==> config.mk <==
export PLATFORM = sky130hd
export DESIGN_NAME = kfs_kernel_filter
export DESIGN_NICKNAME = d
export VERILOG_FILES = /design/src/rtl/kfs_pkg.sv /design/src/rtl/kfs_char_class.sv /design/src/rtl/kfs_addr_acc.sv /design/src/rtl/kfs_csum_cnt.sv /design/src/rtl/kfs_kernel_filter.sv
export SDC_FILE = /design/constraint.sdc
export NUM_CORES = 1
export LEC_CHECK = 0
export BUFFER_PORTS_ARGS = -buffer_cell sky130_fd_sc_hd__clkbuf_2
export CAP_MARGIN = 10
export CORE_UTILIZATION = 59
export CTS_CLUSTER_SIZE = 16
export DETAILED_ROUTE_END_ITERATION = 10
export PLACE_DENSITY = 0.8
export SYNTH_ARGS = -nofsm -noshare
export SYNTH_HDL_FRONTEND = slang
export SYNTH_HIERARCHICAL = 1
export SYNTH_SLANG_ARGS = --single-unit
==> constraint.sdc <==
create_clock -name clk -period 3.2 [get_ports clk]
set_input_delay 0.32 -clock clk [delete_from_list [all_inputs] [get_ports clk]]
set_output_delay 0.32 -clock clk [all_outputs]
set_load 0.05 [all_outputs]
==> src/rtl/kfs_pkg.sv <==
package kfs_pkg;
  typedef enum logic [2:0] {
    ST_IDLE,
    ST_SPEC,
    ST_FIELD,
    ST_SKIP,
    ST_ADDR,
    ST_BITS,
    ST_CSUM
  } kfs_state_e;

  localparam logic [7:0] CH_STX  = 8'h02;
  localparam logic [7:0] CH_ETX  = 8'h03;
  localparam logic [7:0] CH_STAR = 8'h2A;
  localparam logic [7:0] CH_L    = 8'h4C;
endpackage

==> src/rtl/kfs_char_class.sv <==
module kfs_char_class (
  input  logic [7:0] ch,
  output logic       is_digit,
  output logic       is_bit,
  output logic       is_ws,
  output logic       is_star
);
  always_comb begin
    is_digit = (ch >= 8'h30) && (ch <= 8'h39);
    is_bit   = (ch == 8'h30) || (ch == 8'h31);
    is_ws    = (ch == 8'h20) || (ch == 8'h0D) || (ch == 8'h0A);
    is_star  = (ch == kfs_pkg::CH_STAR);
  end
endmodule

==> src/rtl/kfs_addr_acc.sv <==
module kfs_addr_acc #(
  parameter int ADDR_W = 16
) (
  input  logic              clk,
  input  logic              rst,
  input  logic              clear,
  input  logic              shift_en,
  input  logic [3:0]        digit,
  input  logic              inc,
  output logic [ADDR_W-1:0] addr
);
  logic [ADDR_W-1:0] times_ten;

  // decimal shift-in: addr*10 + digit, truncated to ADDR_W
  always_comb times_ten = (addr << 3) + (addr << 1) + ADDR_W'(digit);

  always_ff @(posedge clk) begin
    if (rst || clear)  addr <= '0;
    else if (shift_en) addr <= times_ten;
    else if (inc)      addr <= addr + 1'b1;
  end
endmodule

==> src/rtl/kfs_csum_cnt.sv <==
module kfs_csum_cnt #(
  parameter int CSUM_LEN = 4
) (
  input  logic clk,
  input  logic rst,
  input  logic start,
  input  logic tick,
  output logic last
);
  localparam int CW = $clog2(CSUM_LEN + 1);
  logic [CW-1:0] cnt;

  always_ff @(posedge clk) begin
    if (rst || start) cnt <= '0;
    else if (tick)    cnt <= cnt + 1'b1;
  end

  assign last = tick && (cnt == CW'(CSUM_LEN - 1));
endmodule

==> src/rtl/kfs_kernel_filter.sv <==
module kfs_kernel_filter #(
  parameter int ADDR_W   = 16,
  parameter int CSUM_LEN = 4
) (
  input  logic              clk,
  input  logic              rst,
  input  logic              in_valid,
  input  logic [7:0]        in_data,
  output logic              in_ready,
  output logic              fuse_we,
  output logic [ADDR_W-1:0] fuse_addr,
  output logic              fuse_bit,
  output logic              sec_fuse,
  output logic              frame_done,
  output logic              fmt_err
);
  import kfs_pkg::*;

  kfs_state_e        state;
  logic              ready_q;
  logic              accept;
  logic              is_digit, is_bit, is_ws, is_star;
  logic              acc_clear, acc_shift, acc_inc;
  logic              cs_start, cs_tick, cs_last;
  logic [ADDR_W-1:0] acc_addr;

  assign in_ready = ready_q;
  assign accept   = in_valid && ready_q;
  assign sec_fuse = 1'b0;

  kfs_char_class u_class (
    .ch       (in_data),
    .is_digit (is_digit),
    .is_bit   (is_bit),
    .is_ws    (is_ws),
    .is_star  (is_star)
  );

  always_comb begin
    acc_clear = accept && (state == ST_FIELD) && (in_data == CH_L);
    acc_shift = accept && (state == ST_ADDR) && is_digit;
    acc_inc   = accept && (state == ST_BITS) && is_bit;
    cs_start  = accept && (state == ST_FIELD) && (in_data == CH_ETX);
    cs_tick   = accept && (state == ST_CSUM);
  end

  kfs_addr_acc #(.ADDR_W(ADDR_W)) u_acc (
    .clk      (clk),
    .rst      (rst),
    .clear    (acc_clear),
    .shift_en (acc_shift),
    .digit    (in_data[3:0]),
    .inc      (acc_inc),
    .addr     (acc_addr)
  );

  kfs_csum_cnt #(.CSUM_LEN(CSUM_LEN)) u_csum (
    .clk   (clk),
    .rst   (rst),
    .start (cs_start),
    .tick  (cs_tick),
    .last  (cs_last)
  );

  always_ff @(posedge clk) begin
    if (rst) begin
      state      <= ST_IDLE;
      ready_q    <= 1'b0;
      fuse_we    <= 1'b0;
      fuse_addr  <= '0;
      fuse_bit   <= 1'b0;
      frame_done <= 1'b0;
      fmt_err    <= 1'b0;
    end else begin
      ready_q    <= 1'b1;
      fuse_we    <= 1'b0;
      frame_done <= 1'b0;
      if (accept) begin
        unique case (state)
          ST_IDLE:  if (in_data == CH_STX) state <= ST_SPEC;
          ST_SPEC:  if (is_star) state <= ST_FIELD;
          ST_FIELD: begin
            if (in_data == CH_ETX)     state <= ST_CSUM;
            else if (in_data == CH_L)  state <= ST_ADDR;
            else if (!is_ws)           state <= ST_SKIP;
          end
          ST_SKIP:  if (is_star) state <= ST_FIELD;
          ST_ADDR: begin
            if (is_star)       state <= ST_FIELD;
            else if (is_ws)    state <= ST_BITS;
            else if (!is_digit) begin
              fmt_err <= 1'b1;
              state   <= ST_SKIP;
            end
          end
          ST_BITS: begin
            if (is_bit) begin
              fuse_we   <= 1'b1;
              fuse_addr <= acc_addr;
              fuse_bit  <= in_data[0];
            end else if (is_star) begin
              state <= ST_FIELD;
            end else if (!is_ws) begin
              fmt_err <= 1'b1;
              state   <= ST_SKIP;
            end
          end
          ST_CSUM: if (cs_last) begin
            frame_done <= 1'b1;
            state      <= ST_IDLE;
          end
          default: state <= ST_IDLE;
        endcase
      end
    end
  end

  AST_ERR_STICKY: assert property (@(posedge clk) disable iff (rst)
    fmt_err |=> fmt_err);
  AST_DONE_PULSE: assert property (@(posedge clk) disable iff (rst)
    frame_done |=> !frame_done);
  AST_WE_DONE_EXCL: assert property (@(posedge clk) disable iff (rst)
    !(fuse_we && frame_done));
  AST_WE_NEEDS_VALID: assert property (@(posedge clk) disable iff (rst)
    fuse_we |-> $past(in_valid));
  AST_ADDR_STEP: assert property (@(posedge clk) disable iff (rst)
    (fuse_we && $past(fuse_we)) |-> (fuse_addr == $past(fuse_addr) + 1'b1));
endmodule

==> reports/metrics.cfg <==
[timing]
tightest_slew_ns=0.600
period_minus_slack_ns=2.63
final-hold-violation-count=0
period_share_pct=82.3
rsz0062_at_grt=no
fmax_ghz=0.380
fin_worst_skew_ns=0.00610
setup_viol=0
relSlewSlack_pct=60.0
slew_viol_final=0
fin_setup_tns_ns=0

[placed_design]
portBuffers=31
dp_hpwl_um=5140
gp_congestion=0.919

[clock_network]
clk_latency_ns=0.30
path_clk_slew_ns=0.08
postCtsHoldBufs=0
cts_max_level=2
cts_buffer_depth=2
clockRootBuffer=clkbuf_8
cts_resized=0
cts.sinks=43
post_cts_buffers=0
cts_inserted_buffers=5
cts_tree=built

[floorplan]
core_area_sq_um=4850
die_h_um=73.8
die_area_sq_um=5450
start_util_pct=62.7
die_w_um=73.8
rows=25
pin_count=33

[synth]
syn_inst=371
synthesis.nets=413
ys_types=64
synth.most_common_cell=nand2_1
ys_seq_elements=43
netlist_area_sq_um=3040
synth_edf_count=0
yosysSeqAreaShare_pct=28.3
yosys-top-cells-area=dfxtp_1 (28%), ha_1 (12%), nand2_1 (6.5%)
ys.flop_type=dfxtp_1
yosysTopAreaCell=dfxtp_1
yosys.area.top_type_share_pct=28.3
synth_common_cells=nand2_1 (53), dfxtp_1 (43), a21oi_1 (38)
postSynthAreaPerCell_sq_um=8.20
async_flop_share_pct=0
yosys_warnings=6

[final_layout]
insertedDiodeCount=0
areaGrowthSynthToFinish_pct=9.26
drive_gt1_share_pct=16.1
nets=444
fin_util_pct=68.5

[critical_path]
startpoint_type=flip-flop
timing.rr.end=u_acc/addr[14]
cp.required_ns=3.39
rr_worst_depth=9
startpoint=u_acc/addr[2]
critPathKind=flip-flop to flip-flop
arrival_ns=2.82
timing.rr.start=u_acc/addr[2]
endpoint=u_acc/addr[14]
critPathMaxFanout=3
rrSetupSlack_ns=0.57
worstSetupEndpointType=flip-flop

[route]
route.met2.wl_um=3240
top_layer=met4
final_antenna_net_count=0
wl_um=6780
vias=2724
met3_length_um=296
drt-met1-wl_um=3160
drc=0
drt_first_pass_iters=4
drtIter0Drc=196
wl_per_cell_um=14.4
routed_via_density=5.80

[power]
power_density_nw_per_um2=285
peakVddDrop_mv=0.269
power.leakage_uw=0.00148
fin_total_pwr_uw=946

[hold_path]
hold_path_class=input port to flip-flop

[global_route]
overflow=0
grt_pass1_wl_um=11400
grt_antenna_before_repair=0
grt_pass1_vias=2522
grt_usage_pct=27.0
grt_max_degree=29

[run_status]
status=complete, no violations

[job]
cap_violations=0

## worst min-delay path by stage
| stage | from | end | cells past startpoint |
|---|---|---|---|
| floorplan | rst | u_csum/cnt[2] | 1 |
| global placement | fmt_err | fmt_err | 2 |
| detailed placement | fuse_addr[0] | fuse_addr[0] | 2 |
| CTS | in_data[0] | fuse_bit | 3 |
| global route | in_data[0] | fuse_bit | 3 |
| finish | in_data[0] | fuse_bit | 3 |
## cell usage in the layout (no fill, tap or decap), drive strengths merged, types with 3 or more instances in the layout
cell type,count
a211oi,8
a21o,6
a21oi,39
a31oi,4
and2,4
and3,5
buf,7
clkbuf,37
dfxtp,43
ha,29
inv,16
mux2i,3
nand2,53
nand2b,7
nand3,8
nand4,8
nor2,33
nor3,7
o211ai,3
o21ai,13
or3,3
or4b,3
xnor2,15
xor2,11
## state kept, by name (all words and copies together), names as in the netlist
signal,flops
fuse_we,1
state,3
u_acc/addr,16
frame_done,1
fuse_addr,16
in_ready,1
fmt_err,1
u_csum/cnt,3
fuse_bit,1
## worst max-delay path, cell delays in order, from the launching register on
cell and delay (ns):
dfxtp_1 0.34, inv_1 0.07, fa_1 0.48, fa_1 0.46, nand2b_1 0.20, a21oi_1 0.24, o2111ai_1 0.20, a311oi_1 0.30
xnor2_1 0.16, a21oi_1 0.08
## logic make-up (layout without fill, tap and decap cells)
logic type      Yosys count  after routing  share of synthesized area (%)
simple gates            152            152                           27.0
compound gates           85             85                           17.6
xor+xnor                 26             26                           7.49
other cells               1              1                          0.123
buf+inv                  30             62                           5.26
flops                    43             43                           28.3
mux                       3              3                          0.987
fa+ha+maj                31             31                           13.2
## power breakdown
part | switching [uW] | internal [uW]
combinational | 43.8 | 22.4
clock | 186 | 153
sequential | 4.84 | 537
## layout make-up
| cell class | count | area, sq um |
|---|---|---|
| multi-input cells | 298 | 2020 |
| repair buffers | 38 | 208 |
| well taps | 67 | 83.8 |
| clock buffers | 6 | 72.6 |
| flip-flops and latches | 43 | 861 |
| fillers | 409 | 1530 |
| clock inverters | 2 | 12.5 |
| inverters | 16 | 65.1 |
## metrics by stage
step	hold WS [ns]	cell area (sq um)	cells	setup slack, ns
floorplan	0.389	3040	371	0.475
global placement	0.431	3240	462	0.368
detailed placement	0.447	3240	462	0.332
CTS	0.374	3320	470	0.567
global route	0.395	3320	470	0.397
finish	0.389	3320	470	0.565
## per-layer routing
layer	vias to the layer above	GRT usage, %
met5	-	0
met4	0	9.19
met3	9	4.53
met2	66	44.8
met1	1273	35.4
li1	1376	-
Note: power is estimated with default switching activity, not from simulation.
